`src/rtl/fetch_npc.sv`:
```
module fetch_npc #(
  parameter int XLEN = 32,
  parameter int IMM_W = 16,
  parameter logic [XLEN-1:0] RESET_PC = '0
) (
  input  logic             clk,
  input  logic             rst,
  input  logic             is_branch,
  input  logic             alu_zero,
  input  logic [IMM_W-1:0] imm16,
  input  logic [XLEN-1:0]  imem_data,
  output logic [XLEN-3:0]  imem_addr,
  output logic [XLEN-1:0]  instr,
  output logic [XLEN-1:0]  pc_plus4
);
  localparam int AW = XLEN - 2;
  localparam int EXT_W = XLEN - IMM_W - 2;

  logic [XLEN-1:0] pc, seq_pc, br_off, br_pc, next_pc;
  logic take;

  assign seq_pc  = pc + XLEN'(4);
  assign br_off  = {{EXT_W{imm16[IMM_W-1]}}, imm16, 2'b00};
  assign br_pc   = seq_pc + br_off;
  assign take    = is_branch & alu_zero;
  assign next_pc = take ? br_pc : seq_pc;

  always_ff @(posedge clk) begin
    if (rst) pc <= RESET_PC;
    else     pc <= next_pc;
  end

  assign imem_addr = pc[XLEN-1:2];
  assign instr     = imem_data;
  assign pc_plus4  = seq_pc;

  a_r1_reset_vector: assert property (@(posedge clk)
    rst |=> imem_addr == RESET_PC[XLEN-1:2]);

  a_r4_sequential: assert property (@(posedge clk) disable iff (rst)
    !is_branch |=> imem_addr == $past(imem_addr) + AW'(1));

  a_r5_not_taken: assert property (@(posedge clk) disable iff (rst)
    (is_branch && !alu_zero) |=> imem_addr == $past(imem_addr) + AW'(1));

  // target offset is signed, in words
  a_r6_taken: assert property (@(posedge clk) disable iff (rst)
    (is_branch && alu_zero) |=>
      imem_addr == $past(imem_addr) + AW'(1) + AW'($signed($past(imm16))));

  a_r9_word_aligned: assert property (@(posedge clk) disable iff (rst)
    pc_plus4[1:0] == 2'b00);
endmodule

```
`config.mk`:
```
export PLATFORM = sky130hd
export DESIGN_NAME = fetch_npc
export DESIGN_NICKNAME = d
export VERILOG_FILES = /design/src/rtl/fetch_npc.sv
export SDC_FILE = /design/constraint.sdc
export NUM_CORES = 1
export LEC_CHECK = 0
export BUFFER_PORTS_ARGS = -buffer_cell sky130_fd_sc_hd__buf_2
export CAP_MARGIN = 10
export CORE_MARGIN = 2
export CORE_UTILIZATION = 45
export DETAILED_ROUTE_END_ITERATION = 8
export GPL_TIMING_DRIVEN = 0
export HOLD_SLACK_MARGIN = 0.02
export PLACE_DENSITY = 0.87
export SLEW_MARGIN = 5
export SYNTH_ARGS = -nofsm -noshare
export SYNTH_HDL_FRONTEND = slang
export SYNTH_SLANG_ARGS = --single-unit
```
`constraint.sdc`:
```
create_clock -name clk -period 3.3 [get_ports clk]
set_input_delay 0.99 -clock clk [delete_from_list [all_inputs] [get_ports clk]]
set_output_delay 0.99 -clock clk [all_outputs]
set_load 0.02 [all_outputs]
```
* Yosys cells after proc, flatten, opt, wreduce, memory -nomap -nowiden
Cells that the tools add are included. W data, S select, Z words.
Cells by class: add/sub/neg operators 2, muxes and demuxes 1, bitwise operators 1
Operators with widths (number):
- $add A32 B3 Y32 const B | 1
- $add A32 B32 Y32 | 1
- $mux W32 | 1
- $and A1 B1 Y1 | 1
Word-level totals: register bits 32, output and inout port bits 94

* Depth between registers and ports, before layout
Gate-level depths: netlist (run 1).
depth after elaboration 3, mapped depth 15, depth with buffers taken out 13

* Worst setup path before layout (run 1)
No wires, ideal clock.
path kind register to register, start point register pc[2], end point register pc[31], library setup time 0.121 ns, arrival time 3.877 ns, data required time 3.179 ns, setup slack -0.697 ns, cell stages (with the launch flop) 13, buffers on the path 1, path through dfxtp_1 > ha_1 > nand4_1 > or2_1 > or3_1 > xnor2_1 > ha_1 > clkbuf_1 > a2111oi_0 > o31ai_1 > a31o_2 > a211oi_1 > mux2_2
On the way: longest elaborated chain between the ends 3
RTL lines:
- from (decl) | line 19 | logic [XLEN-1:0] pc, seq_pc, br_off, br_pc, next_pc;
- from (signal assigned) | line 30 | else pc <= next_pc;
- $add A32 B3 Y32 | line 22 | assign seq_pc = pc + XLEN'(4);
- named net pc_plus4[28] | line 14 | output logic [XLEN-1:0] pc_plus4
- $add A32 B32 Y32 | line 24 | assign br_pc = seq_pc + br_off;
- $mux W32 | line 26 | assign next_pc = take ? br_pc : seq_pc;
The timed path passes the listed nets, and every way through them passes these cells. A chain may end at the register's enable or synchronous reset.

* Worst setup path in the final report (run 1)
start point register pc[4], end point register pc[31]
On the way: longest elaborated chain between the ends 3
RTL lines (line):
- $add A32 B3 Y32 (*) | 22
- $add A32 B32 Y32 | 24
- $mux W32 (*) | 26
Mark *: on every way between the ends. The rest lies on a longest branch, timed or not.

==> results.cfg, run 1 <==
[status]
outcome = complete, but fails checks
failed_checks = setup timing

[finish]
drive_above_1_share_pct = 47.01
largest_reg_flops = 30
syn_to_final_growth_pct = 47.18
ff_latch_area_sq_um = 639.4
regMostFlops = pc
multiInputGateArea_sq_um = 3194
nets = 707
final_core_util_pct = 67.89
instances_no_fill = 721
num-fill-cells = 619
reg.largest.list = pc x30
antennaDiodeCount = 0

[sta]
max_slew_margin_pct = 56.95
worstMarginPinSlew_ps = 645.8
fmax_mhz = 292.8
setup_tns_ps = -176.9
hold_viol_final = 0
setup_viol = 2
fin_skew_ps = 14.45
drv_slew = 0
fin_ws_ps = -115.5
rsz0062_at_grt = yes
finalWorstPathRequiredPeriod_ps = 3416
post-route-period-util_pct = 103.5

[pwr]
combPwrFrac_pct = 55.4
cellLeakagePower_nw = 2.486
p_sw_share_pct = 44.33
switching_power_mw = 0.7451
power_mw = 1.681
internal_power_mw = 0.9357
p_clk_share_pct = 18.1
power.density_nw_per_um2 = 322.1
max-vdd-ir-drop_v = 0.0002157
seq_power_share_pct = 26.5

[synth]
yosysTopAreaCell = dfxtp_1
yosysWarnings = 0
synthCells = 468
synth.avg_cell_area_sq_um = 7.577
yosys-top-cells-area = dfxtp_1 17%, ha_1 13%, xnor2_1 7.7%
synthesis.area_sq_um = 3546
synth_flop_cell = dfxtp_1
async_flop_share_pct = 0
synth_cell_types = 60
seq_area_frac_synth_pct = 16.94
synth_top_cell_area_share_pct = 16.94
synth_seq_cells = 30
synth-edff-count = 0

[worst_setup_path]
slowest_stage = dfxtp_4
worst_setup_path_end_kind = register
path_common_cell = and3_1
required_ps = 3490
critPathArrivalTime_ps = 3600
cpPeakStageDelay_ps = 350
critPathMaxFanout = 6
cp_cell_sequence = and4_4 > nand4_1 > or2_4 > buf_4 > xnor2_2 > ha_1 > and3_1 > and3_1 > o21ai_0 > nand3_1 > and2_4 > a211oi_4 > mux2_4
worstSetupStartpointType = register
worstSetupPathType = reg -> reg

[global_route]
track_usage_pct = 26.67
grt_pass1_wl_mm = 18.42
gr-total-overflow = 0
grt_antenna_before_repair = 0
grt_pass1_vias = 3824
grt_max_degree = 22

[die]
fp.dieH_um = 92.77
core_area_sq_um = 7687
floorplan.initialDensity_pct = 46.13
ioPinCount = 146
die_x_um = 92.77
row_count = 32
die_area_sq_um = 8606

[detailed_routing]
routed-via-count = 4208
wl_per_cell_um = 16.80
drcViolationCount = 0
postRouteAntennaNets = 0
drt-total-wl_mm = 12.12
met1_length_mm = 4.919
top_layer = met4
drtIter0Drc = 247
wl_met3_mm = 1.141
route.met2.wl_mm = 5.710
vias_per_cell = 5.836
dr.pass1.iters = 7

[job]
drv_cap = 0

[place]
dp.cells = 682
port_buffers = 111
place_congestion = 0.9427
dp_hpwl_mm = 8.881

[clock_network]
clkSlewWorstSetupHoldPaths_ps = 80
htreeDepth = 2
clockBufferDepth = 2
cts_sinks = 30
clk_latency_ps = 290
hold_buffers = 0
clockRootBuffer = clkbuf_8
cts_buffers = 5
cts_tree = built

[worst_hold_path]
min_path_type = reg -> reg
[cell families (layout without fill, tap and decap cells)]
| kind of cell | count (synthesis) | after routing | share of synthesized area, % |
|---|---|---|---|
| compound gates | 119 | 119 | 22.12 |
| xor+xnor | 45 | 45 | 11.33 |
| fa+ha+maj | 37 | 37 | 13.27 |
| buf+inv | 56 | 206 | 9.598 |
| flops | 30 | 30 | 16.94 |
| mux | 3 | 3 | 0.8821 |
| other cells | 1 | 2 | 0.1058 |
| simple gates | 177 | 177 | 25.76 |
[routing by layer]
metal / GRT usage, % / up-vias
li1: - / 1976
met1: 34.44 / 1958
met2: 43.90 / 238
met3: 4.638 / 36
met4: 10.78 / 0
met5: 0 / -
[through the flow]
| step | instance area, sq um | hold slack (ps) | worst slack (ps) |
|---|---|---|---|
| 2_1_floorplan | 3759 | 511.0 | -92.26 |
| 3_3_place_gp | 4442 | 486.8 | -436.0 |
| 3_5_place_dp | 4442 | 492.5 | -473.5 |
| 4_1_cts | 4781 | 611.0 | -199.4 |
| 5_1_grt | 5219 | 651.1 | -216.2 |
| 6_report | 5219 | 617.8 | -115.5 |
[cell usage after synthesis, types with 3 or more instances]
cell type,count
a221o_1,4
and4_1,7
nor2b_1,3
o211ai_1,3
nand4_1,14
inv_1,9
nor2_1,42
nor4_1,4
a21oi_1,34
nor3_1,10
nand2b_1,5
buf_4,34
clkbuf_1,9
a21o_1,13
a211oi_1,15
dfxtp_1,30
o31ai_1,3
xnor2_1,31
nand2_1,48
and3_1,9
or3_1,5
xor2_1,13
o21bai_1,4
nand3_1,16
ha_1,36
o21ai_0,25
[timing repair]
action,4_1_cts,5_1_grt
pin swaps,15,26
setup buffers,18,15
resized for setup,23,75
setup endpoints to repair,17,19
[critical path, delay by kind of cell, from the launching register on]
family,cells,cell delay [ps]
buffers and inverters,1,180
AO/OA/AOI/OAI,2,340
adder cells (fa/ha/maj),1,330
flip-flops,1,350
AND/OR/NAND/NOR,7,1620
multiplexers,1,320
XOR/XNOR,1,190
[final timing paths]
path	startpoint	slack, ps	to	cells after the start
max reg2reg	pc[4]	-120	pc[31]	13
max	pc[4]	-120	pc[31]	13
min	pc[2]	620	pc[2]	2
min reg2reg	pc[2]	620	pc[2]	2
[placed cells by master (no fill, tap or decap), types with 12 or more instances in the layout]
master    netlist  layout
buf_2           2     109
buf_4          34      66
nand2_1        48      43
nor2_1         42      39
ha_1           36      24
a21oi_1        34      23
xnor2_1        31      18
o21ai_0        25      17
dfxtp_1        30      17
nand3_1        16      14
nand4_1        14      14
a21o_1         13      13
a211oi_1       15      12
[area by class of cell]
| type | instances | area share [%] |
|---|---|---|
| flip-flops and latches | 30 | 12.25 |
| multi-input cells | 383 | 61.21 |
| plain buffers | 45 | 5.994 |
| inverters | 9 | 0.6473 |
| clock buffers | 6 | 1.391 |
| repair buffers | 144 | 15.90 |
| well taps | 102 | 2.445 |
| clock inverters | 2 | 0.1678 |
[power groups by stage]
| stage | Sequential (mW) | Combinational (mW) | Clock (mW) |
|---|---|---|---|
| floorplan | 0.487 | 0.526 | 0 |
| global placement | 0.452 | 0.755 | 0 |
| detailed placement | 0.454 | 0.767 | 0 |
| CTS | 0.441 | 0.820 | 0.305 |
| global route | 0.450 | 1.00 | 0.326 |
| finish | 0.446 | 0.931 | 0.305 |
No activity file was read; power rests on OpenSTA's default activity.
==> inputs of run 2 (changes only) <==
--- a/config.mk
+++ b/config.mk
@@ -12,7 +12,7 @@
 export DETAILED_ROUTE_END_ITERATION = 8
 export GPL_TIMING_DRIVEN = 0
 export HOLD_SLACK_MARGIN = 0.02
-export PLACE_DENSITY = 0.87
+export PLACE_DENSITY = 0.88
 export SLEW_MARGIN = 5
 export SYNTH_ARGS = -nofsm -noshare
 export SYNTH_HDL_FRONTEND = slang
==> results.cfg, run 2 (synthesized netlist as in run 1, its figures left out) <==
[status]
outcome = complete, but fails checks
failed_checks = setup timing

[clock_network]
cts_buffers = 5
clockBufferDepth = 2
clk_latency_ps = 290
cts_sinks = 30
clkSlewWorstSetupHoldPaths_ps = 80
cts_tree = built
clockRootBuffer = clkbuf_8
htreeDepth = 2

[pwr]
switching_power_mw = 0.7337
p_sw_share_pct = 42.30
internal_power_mw = 1.001
power.density_nw_per_um2 = 338.7
power_mw = 1.734
seq_power_share_pct = 25.6
cellLeakagePower_nw = 2.463
p_clk_share_pct = 22.2
combPwrFrac_pct = 52.2
max-vdd-ir-drop_v = 0.0002515

[detailed_routing]
drtIter0Drc = 328
wl_per_cell_um = 17.31
routed-via-count = 4247
dr.pass1.iters = 6
drt-total-wl_mm = 12.45
vias_per_cell = 5.907
drcViolationCount = 0
postRouteAntennaNets = 0

[place]
place_congestion = 0.9314
post-place-ws_ps = -564.4
port_buffers = 111
dpl_cell_area_sq_um = 4442
dp_hpwl_mm = 9.138

[finish]
final_common_cell = buf_2
multiInputGateArea_sq_um = 3097
syn_to_final_growth_pct = 44.42
largest_reg_flops = 30
nets = 705
drive_above_1_share_pct = 43.44
final_core_util_pct = 66.62
ff_latch_area_sq_um = 639.4
num-fill-cells = 653
final_cell_mix = 111 x buf_2, 64 x buf_4, 45 x nand2_1
regMostFlops = pc
antennaDiodeCount = 0
reg.largest.list = pc x30
design_area_sq_um = 5121

[worst_setup_path]
critPathMaxFanout = 3
r2r-start = pc[5]
critPathArrivalTime_ps = 3660
required_ps = 3480
worstSetupPathType = reg -> reg
rr_endpoint = pc[31]
startpoint = pc[5]
worst_setup_path_end_kind = register
worstSetupStartpointType = register
endpoint = pc[31]
reg2reg_slack_ps = -180
r2r_cells = 12

[sta]
worstMarginPinSlew_ps = 668.9
rsz0062_at_grt = yes
fmax_mhz = 287.5
fin_ws_ps = -177.9
drv_slew = 0
post-route-period-util_pct = 105.4
hold_slack_ps = 530.5
fin_skew_ps = 9.319
setup_viol = 3
max_slew_margin_pct = 55.41
hold_viol_final = 0
finalWorstPathRequiredPeriod_ps = 3478

[global_route]
gr-total-overflow = 0
track_usage_pct = 27.23
grt_antenna_before_repair = 0
grt_pass1_vias = 3811
grt_pass1_wl_mm = 18.68
grt_max_degree = 22

[job]
drv_cap = 0

[worst_hold_path]
min-delay-start = pc[2]
min_path_type = reg -> reg

[die]
row_count = 32
die_area_sq_um = 8606
ioPinCount = 146
floorplan.initialDensity_pct = 46.13
core_area_sq_um = 7687
fp.dieH_um = 92.77
die_x_um = 92.77
[run 2: through the flow]
stage	setup TNS, ps	std cells
6_report	-403.3	719
5_1_grt	-1106	719
4_1_cts	-199.9	706
3_5_place_dp	-3097	682
3_3_place_gp	-2121	682
2_1_floorplan	-92.26	469
[run 2: worst max-delay path: stages (launching register included)]
cell       delay (ps)
dfxtp_4           360
and4_4            230
nand4_1           140
or2_4             310
or3_4             410
xnor2_4           180
ha_4              220
clkbuf_8          140
a2111oi_4         400
o31ai_4           150
a31o_4            250
a211oi_4          240
mux2_4            320
[run 2: what timing repair did]
action | in CTS | in global routing
pin swaps | 17 | 27
hold buffers | 0 | 0
setup endpoints to repair | 17 | 16
gates resized for setup | 25 | 45
setup buffers | 18 | 13
[run 2: worst min path at each step]
stage	endpoint	slack, ps	cells past startpoint
2_1_floorplan	pc[2]	510	1
3_3_place_gp	pc[2]	480	1
3_5_place_dp	pc[2]	500	1
4_1_cts	pc[2]	540	1
5_1_grt	pc[2]	540	1
6_report	pc[2]	530	1
[run 2: per-layer routing]
metal | global-route usage (%) | routed length [um] | up-vias
li1 | - | - | 1987
met1 | 34.16 | 5034 | 1956
met2 | 47.22 | 6042 | 265
met3 | 4.719 | 1026 | 39
met4 | 8.701 | 346 | 0
met5 | 0 | 0 | -
[run 2: cell type report]
cell class	count	area share [%]
Buffer	45	6.181
Clock buffer	5	1.344
Clock inverter	3	0.7818
Inverter	9	0.6597
Multi-Input combinational cell	383	60.47
Sequential cell	30	12.48
Tap cell	102	2.492
Timing Repair Buffer	142	15.59
[run 2: power groups by stage]
stage | Clock [mW] | Combinational [mW] | Sequential [mW]
floorplan | 0 | 0.526 | 0.487
global placement | 0 | 0.753 | 0.452
detailed placement | 0 | 0.769 | 0.454
CTS | 0.389 | 0.830 | 0.442
global route | 0.403 | 0.973 | 0.450
finish | 0.384 | 0.906 | 0.444
